$ cat config.mk
export PLATFORM = sky130hd
export DESIGN_NAME = idle_seq_ctrl
export DESIGN_NICKNAME = d
export VERILOG_FILES = /design/src/rtl/idle_seq_pkg.sv /design/src/rtl/idle_wake_sync.sv /design/src/rtl/idle_seq_fsm.sv /design/src/rtl/idle_seq_ctrl.sv
export SDC_FILE = /design/constraint.sdc
export NUM_CORES = 1
export LEC_CHECK = 0
export BUFFER_PORTS_ARGS = -buffer_cell sky130_fd_sc_hd__buf_2
export CORE_AREA = 5 5 42 44
export CTS_BUF_LIST = sky130_fd_sc_hd__clkbuf_2 sky130_fd_sc_hd__clkbuf_4 sky130_fd_sc_hd__clkbuf_8
export DETAILED_ROUTE_END_ITERATION = 12
export DIE_AREA = 0 0 47 49
export GPL_TIMING_DRIVEN = 0
export PLACE_DENSITY_LB_ADDON = 0.25
export SLEW_MARGIN = 0
export SYNTH_ARGS = -nofsm -noshare
export SYNTH_HDL_FRONTEND = slang
export SYNTH_SLANG_ARGS = --single-unit
$ cat constraint.sdc
create_clock -name clk -period 1.4 [get_ports clk]
set_clock_uncertainty 0.05 [all_clocks]
set_input_delay 0.21 -clock clk [delete_from_list [all_inputs] [get_ports clk]]
set_output_delay 0.21 -clock clk [all_outputs]
set_load 0.05 [all_outputs]
$ cat src/rtl/idle_seq_pkg.sv
package idle_seq_pkg;

    typedef enum logic [2:0] {
        ST_RUN   = 3'd0,
        ST_DRAIN = 3'd1,
        ST_QUIET = 3'd2,
        ST_SLEEP = 3'd3,
        ST_WAKE  = 3'd4
    } seq_state_e;

    typedef struct packed {
        seq_state_e state;
        logic       sync_seen;
        logic       wake_pend;
    } seq_regs_t;

    localparam seq_regs_t SEQ_RESET = '{state: ST_RUN, sync_seen: 1'b0, wake_pend: 1'b0};

endpackage

$ cat src/rtl/idle_wake_sync.sv
module idle_wake_sync #(
    parameter int STAGES = 2
) (
    input  logic clk,
    input  logic rst,
    input  logic async_i,
    output logic sync_o
);

    logic [STAGES-1:0] chain_d, chain_q;

    generate
        if (STAGES == 1) begin : g_single
            always_comb chain_d = async_i;
        end else begin : g_multi
            always_comb chain_d = {chain_q[STAGES-2:0], async_i};
        end
    endgenerate

    always_ff @(posedge clk) begin
        if (rst) chain_q <= '0;
        else     chain_q <= chain_d;
    end

    assign sync_o = chain_q[STAGES-1];

endmodule

$ cat src/rtl/idle_seq_fsm.sv
module idle_seq_fsm
    import idle_seq_pkg::*;
#(
    parameter int N_SRC = 3
) (
    input  logic             clk,
    input  logic             rst,
    input  logic             idle_req_i,
    input  logic             supv_i,
    input  logic             sync_req_i,
    input  logic             sync_ack_i,
    input  logic [N_SRC-1:0] busy_i,
    input  logic             wake_s_i,
    output logic             idle_o,
    output logic             core_clk_en_o,
    output logic             nop_inj_o,
    output logic             sync_done_o,
    output logic             resume_supv_o,
    output logic             wake_pend_o
);

    seq_regs_t r_d, r_q;
    logic      any_busy;

    assign any_busy = |busy_i;

    always_comb begin
        r_d = r_q;
        unique case (r_q.state)
            ST_RUN: begin
                r_d.sync_seen = 1'b0;
                r_d.wake_pend = 1'b0;
                if (idle_req_i && supv_i) r_d.state = ST_DRAIN;
            end
            ST_DRAIN: begin
                if (wake_s_i)   r_d.wake_pend = 1'b1;
                if (sync_req_i) r_d.sync_seen = 1'b1;
                if (sync_ack_i && (r_q.sync_seen || sync_req_i)) begin
                    r_d.state     = ST_QUIET;
                    r_d.sync_seen = 1'b0;
                end
            end
            ST_QUIET: begin
                if (wake_s_i) r_d.wake_pend = 1'b1;
                if (!any_busy) r_d.state = ST_SLEEP;
            end
            ST_SLEEP: begin
                if (wake_s_i || r_q.wake_pend) begin
                    r_d.state     = ST_WAKE;
                    r_d.wake_pend = 1'b0;
                end
            end
            ST_WAKE: begin
                r_d.state = ST_RUN;
            end
            default: r_d = SEQ_RESET;
        endcase
    end

    always_ff @(posedge clk) begin
        if (rst) r_q <= SEQ_RESET;
        else     r_q <= r_d;
    end

    always_comb begin
        idle_o        = (r_q.state == ST_QUIET) || (r_q.state == ST_SLEEP);
        core_clk_en_o = (r_q.state != ST_SLEEP);
        nop_inj_o     = (r_q.state == ST_DRAIN);
        sync_done_o   = (r_q.state == ST_WAKE);
        resume_supv_o = (r_q.state == ST_WAKE);
    end

    assign wake_pend_o = r_q.wake_pend;

endmodule

$ cat src/rtl/idle_seq_ctrl.sv
module idle_seq_ctrl #(
    parameter int N_SRC       = 3,
    parameter int SYNC_STAGES = 2
) (
    input  logic             clk,
    input  logic             rst,
    input  logic             idle_req_i,
    input  logic             supv_i,
    input  logic             sync_req_i,
    input  logic             sync_ack_i,
    input  logic [N_SRC-1:0] busy_i,
    input  logic             wake_i,
    output logic             idle_o,
    output logic             core_clk_en_o,
    output logic             nop_inj_o,
    output logic             sync_done_o,
    output logic             resume_supv_o
);

    logic wake_s;
    logic wake_pend;

    idle_wake_sync #(.STAGES(SYNC_STAGES)) u_sync (
        .clk     (clk),
        .rst     (rst),
        .async_i (wake_i),
        .sync_o  (wake_s)
    );

    idle_seq_fsm #(.N_SRC(N_SRC)) u_fsm (
        .clk           (clk),
        .rst           (rst),
        .idle_req_i    (idle_req_i),
        .supv_i        (supv_i),
        .sync_req_i    (sync_req_i),
        .sync_ack_i    (sync_ack_i),
        .busy_i        (busy_i),
        .wake_s_i      (wake_s),
        .idle_o        (idle_o),
        .core_clk_en_o (core_clk_en_o),
        .nop_inj_o     (nop_inj_o),
        .sync_done_o   (sync_done_o),
        .resume_supv_o (resume_supv_o),
        .wake_pend_o   (wake_pend)
    );

endmodule

==> impl_metrics.env <==
export IMPL_drc=0
export IMPL_failed_checks="negative setup slack"
export IMPL_setup_worst_path_start_class="flip-flop"
export IMPL_max_stage_delay_ps=310
export IMPL_hold_start="wake_i"
export IMPL_dieArea_sq_um=2300
export IMPL_synth_yosys_seq_area_share=0.376
export IMPL_routed_via_density=4.56
export IMPL_io_buffer_count=14
export IMPL_fin_nets=72
export IMPL_path_clk_slew_ps=50
export IMPL_power_density_nw_per_um2=830
export IMPL_hold_path_class="in2reg"
export IMPL_cp_cell_sequence="buf_6 -> nor3b_4 -> buf_6 -> buf_8"
export IMPL_rsz0062_at_grt="yes"
export IMPL_syn_num_nets=49
export IMPL_cts_sinks=7
export IMPL_dp_cells=69
export IMPL_power_leakage_uw=0.000260
export IMPL_yosys_top_cells_area="dfxtp_1, nor3b_4, a21oi_1"
export IMPL_n_antenna_cell=0
export IMPL_min_path_cells=2
export IMPL_synth_main_ff_cell="dfxtp_1"
export IMPL_setup_ws_ps=-83.3
export IMPL_grt_max_degree=11
export IMPL_ys_ff_latch=7
export IMPL_grt_pass1_vias=368
export IMPL_maxCapViolCount=0
export IMPL_utilization=0.427
export IMPL_cp_num_buf_inv=3
export IMPL_rr_worst_depth=5
export IMPL_finalMaxSlewViolations=0
export IMPL_holdPathEnd="u_sync.chain_q[0]$_SDFF_PP0_"
export IMPL_worst_slew_pin_slew_ps=266
export IMPL_finalCriticalPeriod_ps=1480
export IMPL_io_pins=15
export IMPL_yosysTopAreaCell="dfxtp_1"
export IMPL_htreeDepth=1
export IMPL_grt_usage=0.0887
export IMPL_rows=14
export IMPL_synth_edff_count=0
export IMPL_syn_area_sq_um=373
export IMPL_initial_core_util=0.266
export IMPL_hpwl_um=622
export IMPL_final_setup_viol_count=2
export IMPL_place_congestion=0.718
export IMPL_r2r_start="u_fsm.r_q[2]$_SDFFE_PP0P_"
export IMPL_fmax_mhz=674
export IMPL_path_class="reg2out"
export IMPL_ff2ff_setup_slack_ps=150
export IMPL_r2r_end="u_fsm.r_q[2]$_SDFFE_PP0P_"
export IMPL_fp_dieH_um=49
export IMPL_relSlewSlack=0.821
export IMPL_period_share=1.06
export IMPL_vias=351
export IMPL_worst_path_most_repeated_cell="buf_6"
export IMPL_cp_arrival_ps=1220
export IMPL_hold_viol=0
export IMPL_tns_ps=-147
export IMPL_ir_drop_mv=0.612
export IMPL_yosys_warnings=0
export IMPL_synth_top_area_share=0.376
export IMPL_cts_buffer_depth=2
export IMPL_worstPathMaxFanout=6
export IMPL_die_w_um=47
export IMPL_drt_iter0_markers=2
export IMPL_synthArstFlopShare=0
export IMPL_cts_tree="done"
export IMPL_required_ps=1140
export IMPL_cts_made_buffers=3
export IMPL_drive_gt1_frac=0.541
export IMPL_root_buffer="clkbuf_4"
export IMPL_wl_per_cell_um=11.0
export IMPL_wl_um=844
export IMPL_grt_overflow_total=0
export IMPL_fill_cells=154
export IMPL_cpMaxStageDelayCell="dfxtp_2"
export IMPL_fin_cells=77
export IMPL_drt_first_pass_iters=2
export IMPL_cts_hold_buf=0
export IMPL_area_growth_pct=60.4
export IMPL_end_kind="primary output"
export IMPL_finalPower_uw=496
export IMPL_synth_cell_types=24
export IMPL_ant_nets=0
export IMPL_core_sq_um=1400
export IMPL_netlist_instances=39
export IMPL_outcome="complete, but fails checks"
export IMPL_cp_startpoint="u_fsm.r_q[2]$_SDFFE_PP0P_"
export IMPL_path_delay_family="buffers and inverters"
export IMPL_antenna_found_initial=0
export IMPL_grt_pass1_wl_um=1490
export IMPL_insertion_delay_ps=240
export IMPL_syn_area_per_cell_sq_um=9.56
metrics by stage:
step                cell area [sq um]  worst slack (ps)  hold WS [ps]
detailed placement                479              30.0           377
CTS                               573             -95.2           120
global route                      598              -163           162
global placement                  479              36.0           368
floorplan                         389              -123           229
finish                            598             -83.3           127
power breakdown:
| part | switching [uW] | internal [uW] |
|---|---|---|
| Sequential | 3.17 | 205 |
| Clock | 68.3 | 128 |
| Combinational | 43.7 | 48.2 |
synthesized netlist by cell type, types with 2 or more instances:
master	number
nor3_1	2
dfxtp_1	7
nand2_1	2
a21oi_1	3
inv_1	2
nor2b_1	2
o21ai_0	3
nor3b_1	2
cell type report:
class / count / area, sq um / share of cell area
Buffer: 3 / 37.5 / 0.0628
Clock buffer: 4 / 30.0 / 0.0502
Inverter: 2 / 7.51 / 0.0126
Multi-Input combinational cell: 27 / 210 / 0.351
Sequential cell: 7 / 146 / 0.245
Tap cell: 16 / 20.0 / 0.0335
Timing Repair Buffer: 18 / 146 / 0.245
layout by cell type (no fill, tap or decap):
cell type	Yosys	layout
and2b_4	1	1
xnor2_1	1	1
inv_1	2	2
a2bb2oi_1	1	1
buf_6	1	5
buf_4	1	3
or2b_1	1	1
o221a_1	1	1
nor3b_2	1	1
buf_2	0	9
a21oi_1	3	3
nor4_1	1	1
a22oi_1	1	1
nor2b_1	2	2
nand2_4	0	1
nand2_1	2	1
nand2b_1	1	1
nor3b_4	1	2
clkbuf_4	0	4
nor3_1	2	2
dfxtp_1	7	4
nor2_1	1	1
or3_1	1	1
nor4b_1	1	1
o21ai_0	3	3
nor3b_1	2	1
dfxtp_2	0	2
dfxtp_4	0	1
buf_8	1	4
worst max-delay path by stage:
stage | depth (start not counted) | endpoint
3_5_place_dp | 4 | sync_done_o
3_3_place_gp | 4 | sync_done_o
4_1_cts | 4 | resume_supv_o
5_1_grt | 4 | resume_supv_o
6_report | 4 | resume_supv_o
2_1_floorplan | 3 | sync_done_o
registers in the layout, summed over array words and instances (netlist names):
signal,cells
u_fsm.r_q,4
u_sync.chain_q,2
u_fsm.wake_pend_o,1
what timing repair did:
| item | 4_1_cts | 5_1_grt |
|---|---|---|
| resized for setup | 13 | 6 |
| buffers inserted | 3 | 2 |
| pin swaps | 1 | 2 |
| cloned | 0 | 0 |
| endpoints found under the setup margin | 5 | 5 |
cell families (layout without fill, tap and decap cells):
group | after synthesis | after routing | synth area share
xor+xnor | 1 | 1 | 0.0235
buf+inv | 5 | 27 | 0.111
flops | 7 | 7 | 0.376
compound gates | 9 | 9 | 0.154
simple gates | 17 | 17 | 0.336
layer usage:
metal | vias to the layer above | share of wire | routed length [um] | track usage
li1 | 184 | - | - | -
met1 | 156 | 0.41 | 347 | 0.110
met4 | 0 | 0 | 0 | 0.0415
met5 | - | 0 | 0 | 0
met3 | 0 | 0.10 | 84 | 0.0406
met2 | 11 | 0.49 | 412 | 0.127
No activity file was read; power rests on OpenSTA's default activity.
